--- config.mk ---
export PLATFORM = sky130hd
export DESIGN_NAME = alu8_core
export DESIGN_NICKNAME = d
export VERILOG_FILES = /design/src/rtl/alu8_pkg.sv /design/src/rtl/alu8_arith.sv /design/src/rtl/alu8_flags.sv /design/src/rtl/alu8_core.sv
export SDC_FILE = /design/constraint.sdc
export NUM_CORES = 1
export LEC_CHECK = 0
export BUFFER_PORTS_ARGS = -buffer_cell sky130_fd_sc_hd__buf_4
export CAP_MARGIN = 5
export CORE_UTILIZATION = 53
export CTS_CLUSTER_SIZE = 24
export DETAILED_ROUTE_END_ITERATION = 10
export GPL_ROUTABILITY_DRIVEN = 0
export PLACE_DENSITY_LB_ADDON = 0.1
export SLEW_MARGIN = 10
export SYNTH_ARGS = -nofsm -noshare
export SYNTH_HDL_FRONTEND = slang
export SYNTH_HIERARCHICAL = 1
export SYNTH_SLANG_ARGS = --single-unit
--- constraint.sdc ---
create_clock -name clk -period 3.3 [get_ports clk]
set_input_delay 0.165 -clock clk [delete_from_list [all_inputs] [get_ports clk]]
set_output_delay 0.165 -clock clk [all_outputs]
set_load 0.01 [all_outputs]
--- src/rtl/alu8_pkg.sv ---
package alu8_pkg;

    typedef enum logic [3:0] {
        OP_ADD = 4'd0,
        OP_ADC = 4'd1,
        OP_SUB = 4'd2,
        OP_SBB = 4'd3,
        OP_AND = 4'd4,
        OP_XOR = 4'd5,
        OP_OR  = 4'd6,
        OP_CMP = 4'd7,
        OP_RLC = 4'd8,
        OP_RRC = 4'd9,
        OP_RAL = 4'd10,
        OP_RAR = 4'd11,
        OP_N12 = 4'd12,
        OP_N13 = 4'd13,
        OP_N14 = 4'd14,
        OP_N15 = 4'd15
    } op_e;

    typedef struct packed {
        logic sgn;
        logic zro;
        logic aux;
        logic par;
        logic cry;
    } flags_t;

    function automatic logic op_valid(input op_e op);
        return op <= OP_RAR;
    endfunction

    function automatic logic op_writes(input op_e op);
        return (op <= OP_RAR) && (op != OP_CMP);
    endfunction

    function automatic logic op_rotate(input op_e op);
        return (op >= OP_RLC) && (op <= OP_RAR);
    endfunction

endpackage

--- src/rtl/alu8_arith.sv ---
module alu8_arith
    import alu8_pkg::*;
#(
    parameter int W = 8
) (
    input  logic [W-1:0] a_i,
    input  logic [W-1:0] b_i,
    input  logic         cin_i,
    input  op_e          op_i,
    output logic [W-1:0] res_o,
    output logic         cy_o,
    output logic         ac_o
);
    localparam int NIB = W / 2;

    logic         sub_sel;
    logic         use_c;
    logic         ci;
    logic [W-1:0] b_eff;
    logic [W:0]   sum;
    logic [NIB:0] lo_sum;

    always_comb begin
        sub_sel = (op_i == OP_SUB) || (op_i == OP_SBB) || (op_i == OP_CMP);
        use_c   = (op_i == OP_ADC) || (op_i == OP_SBB);
        b_eff   = sub_sel ? ~b_i : b_i;
        ci      = sub_sel ? ~(use_c & cin_i) : (use_c & cin_i);
        sum     = {1'b0, a_i} + {1'b0, b_eff} + {{W{1'b0}}, ci};
        lo_sum  = {1'b0, a_i[NIB-1:0]} + {1'b0, b_eff[NIB-1:0]} + {{NIB{1'b0}}, ci};

        res_o = a_i;
        cy_o  = 1'b0;
        ac_o  = 1'b0;
        case (op_i)
            OP_ADD, OP_ADC, OP_SUB, OP_SBB, OP_CMP: begin
                res_o = sum[W-1:0];
                cy_o  = sub_sel ? ~sum[W] : sum[W];
                ac_o  = lo_sum[NIB];
            end
            OP_AND: res_o = a_i & b_i;
            OP_XOR: res_o = a_i ^ b_i;
            OP_OR:  res_o = a_i | b_i;
            OP_RLC: begin
                res_o = {a_i[W-2:0], a_i[W-1]};
                cy_o  = a_i[W-1];
            end
            OP_RRC: begin
                res_o = {a_i[0], a_i[W-1:1]};
                cy_o  = a_i[0];
            end
            OP_RAL: begin
                res_o = {a_i[W-2:0], cin_i};
                cy_o  = a_i[W-1];
            end
            OP_RAR: begin
                res_o = {cin_i, a_i[W-1:1]};
                cy_o  = a_i[0];
            end
            default: begin
                res_o = a_i;
                cy_o  = 1'b0;
                ac_o  = 1'b0;
            end
        endcase
    end

endmodule

--- src/rtl/alu8_flags.sv ---
module alu8_flags
    import alu8_pkg::*;
#(
    parameter int W = 8
) (
    input  logic [W-1:0] res_i,
    input  logic         cy_i,
    input  logic         ac_i,
    input  op_e          op_i,
    input  flags_t       old_i,
    output flags_t       new_o
);
    always_comb begin
        if (!op_valid(op_i)) begin
            new_o = old_i;
        end else if (op_rotate(op_i)) begin
            new_o     = old_i;
            new_o.cry = cy_i;
        end else begin
            new_o.sgn = res_i[W-1];
            new_o.zro = (res_i == '0);
            new_o.aux = ac_i;
            new_o.par = ~^res_i;
            new_o.cry = cy_i;
        end
    end

endmodule

--- src/rtl/alu8_core.sv ---
module alu8_core
    import alu8_pkg::*;
#(
    parameter int W = 8
) (
    input  logic         clk,
    input  logic         rst_n,
    input  logic [W-1:0] bus_in,
    input  logic         ld_tmp,
    input  logic         ld_acc,
    input  logic         ld_act,
    input  logic         exec,
    input  logic [3:0]   op,
    input  logic         dst_bus,
    output logic [W-1:0] acc,
    output logic [4:0]   flags,
    output logic [W-1:0] bus_out,
    output logic         bus_oe
);
    localparam int FW = $bits(flags_t);

    typedef struct packed {
        logic [W-1:0] acc;
        logic [W-1:0] act;
        logic [W-1:0] tmp;
        flags_t       flg;
        logic [W-1:0] bus;
        logic         oe;
    } st_t;

    st_t    st_d, st_q;
    op_e    op_sel;
    logic [W-1:0] alu_res;
    logic   alu_cy, alu_ac;
    flags_t flg_next;

    assign op_sel = op_e'(op);

    alu8_arith #(.W(W)) u_arith (
        .a_i   (st_q.act),
        .b_i   (st_q.tmp),
        .cin_i (st_q.flg.cry),
        .op_i  (op_sel),
        .res_o (alu_res),
        .cy_o  (alu_cy),
        .ac_o  (alu_ac)
    );

    alu8_flags #(.W(W)) u_flags (
        .res_i (alu_res),
        .cy_i  (alu_cy),
        .ac_i  (alu_ac),
        .op_i  (op_sel),
        .old_i (st_q.flg),
        .new_o (flg_next)
    );

    always_comb begin
        st_d    = st_q;
        st_d.oe = 1'b0;
        if (ld_tmp) st_d.tmp = bus_in;
        if (ld_act) st_d.act = st_q.acc;
        if (ld_acc) st_d.acc = bus_in;
        if (exec) begin
            st_d.flg = flg_next;
            if (op_writes(op_sel)) begin
                if (dst_bus) begin
                    st_d.bus = alu_res;
                    st_d.oe  = 1'b1;
                end else begin
                    st_d.acc = alu_res;
                end
            end
        end
    end

    always_ff @(posedge clk or negedge rst_n) begin
        if (!rst_n) st_q <= '0;
        else        st_q <= st_d;
    end

    assign acc     = st_q.acc;
    assign flags   = st_q.flg[FW-1:0];
    assign bus_out = st_q.bus;
    assign bus_oe  = st_q.oe;

    // logic ops leave carry and aux carry cleared
    a_r7_logic_clears: assert property (@(posedge clk) disable iff (!rst_n)
        (exec && (op == 4'd4 || op == 4'd5 || op == 4'd6)) |=> (!flags[0] && !flags[2]));

    // rotates keep all flags except carry
    a_r9_rot_keeps: assert property (@(posedge clk) disable iff (!rst_n)
        (exec && op >= 4'd8 && op <= 4'd11) |=> (flags[4:1] == $past(flags[4:1])));

    // reserved codes change no flag
    a_r11_nop_flags: assert property (@(posedge clk) disable iff (!rst_n)
        (exec && op >= 4'd12) |=> $stable(flags));

    // compare writes no accumulator value
    a_r8_cmp_no_write: assert property (@(posedge clk) disable iff (!rst_n)
        (exec && op == 4'd7 && !ld_acc) |=> $stable(acc));

    // bus result never disturbs the accumulator
    a_r10_bus_keeps_acc: assert property (@(posedge clk) disable iff (!rst_n)
        (exec && dst_bus && !ld_acc) |=> $stable(acc));

    // output enable only follows a bus-directed result-writing op
    a_r10_oe_source: assert property (@(posedge clk) disable iff (!rst_n)
        $rose(bus_oe) |-> $past(exec && dst_bus && op <= 4'd11 && op != 4'd7));

endmodule

==> flow_metrics.env <==
export IMPL_placed_instances=460
export IMPL_wl_um=8390
export IMPL_synth_avg_cell_area_um2=9.66
export IMPL_vias_after_detailed_routing=2686
export IMPL_static_leakage_power_nw=1.93
export IMPL_failed_checks="setup timing"
export IMPL_syn_area_um2=3240
export IMPL_post_route_drc_count=0
export IMPL_worst_endpoint_arrival_ps=3610
export IMPL_initial_core_util_pct=54.6
export IMPL_multi_input_area_um2=2050
export IMPL_setup_tns_ps=-129
export IMPL_cts_tree="done"
export IMPL_final_hold_viol_count=0
export IMPL_wire_length_of_the_first_global_routing_pass_um=13100
export IMPL_critical_path_origin="flags[0]$_DFFE_PN0P_"
export IMPL_hold_depth=2
export IMPL_synth_seq_cells=38
export IMPL_wire_per_inst_um=17.7
export IMPL_final_non_filler_cell_total=473
export IMPL_min_period_over_period_pct=104
export IMPL_final_design_area_no_fill_um2=4050
export IMPL_status="finished, violations left"
export IMPL_cellPowerDensity_nw_per_um2=601
export IMPL_antenna_violations_before_repair=0
export IMPL_global_route_overflow_total=0
export IMPL_fillers=451
export IMPL_fraction_of_layout_instances_using_a_drive_strength_above_1_pct=42.5
export IMPL_holdCritStartpoint="bus_in[1]"
export IMPL_finalNetCount=445
export IMPL_layout_cells_most_common_list="buf_4, mux2_2, dfrtp_1, inv_1, ha_1"
export IMPL_max_slew_margin_rel_pct=66.5
export IMPL_final_setup_fails=1
export IMPL_tritoncts_num_buffers=5
export IMPL_seqCellArea_um2=951
export IMPL_design_die_area_um2=6420
export IMPL_synthDistinctLibCells=60
export IMPL_ctsLongestPathBuffers=2
export IMPL_clkSlewWorstSetupHoldPaths_ps=80
export IMPL_worst_path_setup_slack_after_routing_ps=-129
export IMPL_cpPeakStageDelay_ps=520
export IMPL_hold_path_class="primary input to register"
export IMPL_routed_via_density=5.68
export IMPL_drt_pass1_iterations=5
export IMPL_drt_iter0_drc=150
export IMPL_io_pin_count=41
export IMPL_worstSetupStartpointType="register"
export IMPL_global_route_usage_total_pct=27.4
export IMPL_ys_seq_area_share_pct=29.4
export IMPL_fraction_of_the_core_area_covered_by_cells_at_the_end_of_the_flow_pct=68.5
export IMPL_critPathCaptureType="register"
export IMPL_first_global_vias=2702
export IMPL_die_x_um=80.1
export IMPL_post_syn_nets=383
export IMPL_async_set_or_reset_register_ratio_after_synthesis_pct=100
export IMPL_crit_chain="nand3b_1 > o21ai_1 > a32oi_1 > nor2_1 > fa_2 > inv_2 > fa_2 > nor2b_4 > o21a_1 > or4b_4 > a31oi_4 > inv_2 > ha_4 > xnor2_2 > xnor2_1 > o21ai_1 > mux2_4"
export IMPL_criticalPathCategory="register to register"
export IMPL_synth_edf_count=0
export IMPL_row_count=28
export IMPL_coreArea_um2=5920
export IMPL_areaGrowthSynthToFinish_pct=25.3
export IMPL_layout_cells_most_common="buf_4"
export IMPL_detailed_place_area_um2=3790
export IMPL_ys_dominant_reg_cell="dfrtp_1"
export IMPL_worstRegToRegCells=17
export IMPL_clkSinkCount=38
export IMPL_skew_ps=5.32
export IMPL_fmax_ghz=0.292
export IMPL_final_antenna_net_count=0
export IMPL_finalMaxSlewViolations=0
export IMPL_num_antenna_cells=0
export IMPL_post_synthesis_cells=335
export IMPL_critical_path_slowest_cell="or4b_4"
export IMPL_portBuffers=40
export IMPL_clk_root_buffer_cell="clkbuf_8"
export IMPL_total_half_perimeter_wirelength_after_legalization_and_detailed_placement_um=6030
export IMPL_crit_required_ps=3480
export IMPL_cts_htree_levels=2
export IMPL_cp_max_fo=4
export IMPL_dieHeight_um=80.1
export IMPL_clk_insertion_delay_late_ps=300
export IMPL_synth_warnings=6
export IMPL_regToRegStartpoint="flags[0]$_DFFE_PN0P_"
export IMPL_vdd_drop_max_uv=430
export IMPL_rsz0062_at_grt="yes"
export IMPL_min_period_ps=3430
export IMPL_maxCapViolCount=0
export IMPL_pin_count_of_the_biggest_net_entering_global_routing=39
export IMPL_worst_pin_slew_ps=502
export IMPL_dp_slack_ps=-325
## Yosys cell counts (all sizes together), types with 5 or more instances
cell	instances	area, um2
mux2	47	533
dfrtp	38	951
inv	30	113
buf	28	191
ha	27	338
nor2	16	67.6
nand2	14	55.1
o21ai	11	55.1
xnor2	11	96.3
a21oi	10	72.6
clkbuf	10	37.5
a211oi	5	37.5
a21o	5	37.5
nor2b	5	31.3
nor3	5	25.0
## stage by stage
step           total power [mW]  hold WS (ps)
6_report                   2.44           107
5_1_grt                    2.59           105
4_1_cts                    2.34           105
3_5_place_dp               1.81           166
3_3_place_gp               1.79           156
2_1_floorplan              1.44          -131
## cell type report
class,instances,share of cell area [%]
clock buffers,6,2.04
inverters,31,2.87
multi-input cells,228,50.6
clock inverters,2,1.48
well taps,75,2.31
repair buffers,93,17.3
flip-flops and latches,38,23.5
## power by group
group | switching, mW | internal [mW]
clock | 0.173 | 0.322
sequential | 0.0893 | 0.577
combinational | 0.593 | 0.681
total | 0.855 | 1.58
## path summary, 6_finish.rpt
kind	end	slack, ps
max reg2reg	flags[1]$_DFFE_PN0P_	-130
max	flags[1]$_DFFE_PN0P_	-130
min reg2reg	bus_out[1]$_DFFE_PN0P_	510
min	st_q[15]$_DFFE_PN0P_	110
max in group asynchronous	acc[6]$_DFF_PN0_	2560
min in group asynchronous	st_q[16]$_DFFE_PN0P_	380
## registers in the layout (all words and copies together), names as in the netlist
signal,cells
flags,5
st_q,16
acc,8
bus_oe,1
bus_out,8
## cell families after synthesis
group                      after synthesis  share of synthesized area, %
DFF                                     38                          29.4
and+or+nand+nor                         68                          11.7
buffers and inverters                   69                          10.7
muxes                                   51                          17.7
adders and majority gates               29                          11.7
xor gates and xnor gates                12                          3.25
AOI/OAI and AO/OA                       68                          15.6
## layer usage
| layer | track usage [%] | vias to the layer above | share of wire (%) |
|---|---|---|---|
| met4 | 9.82 | 0 | 2.7 |
| met2 | 45.3 | 74 | 48 |
| met1 | 36.6 | 1305 | 45 |
| met5 | 0 | - | 0 |
| met3 | 3.64 | 19 | 4.1 |
| li1 | - | 1288 | - |
## what timing repair did
action / 4_1_cts / 5_1_grt
setup endpoints to repair: 1 / 4
resized for setup: 4 / 12
hold buffers: 1 / 0
endpoints found under the hold margin: 38 / 0
setup buffers: 3 / 1
pin swaps: 7 / 4
## critical path, delay by kind of cell (launching register included)
kind	cells	cell delay (ps)
AND/OR/NAND/NOR	4	750
XOR/XNOR	2	310
buffers and inverters	2	120
adder cells (fa/ha/maj)	3	780
AO/OA/AOI/OAI	5	670
flip-flops	1	410
multiplexers	1	260
Power figures use the tool's default switching activity.
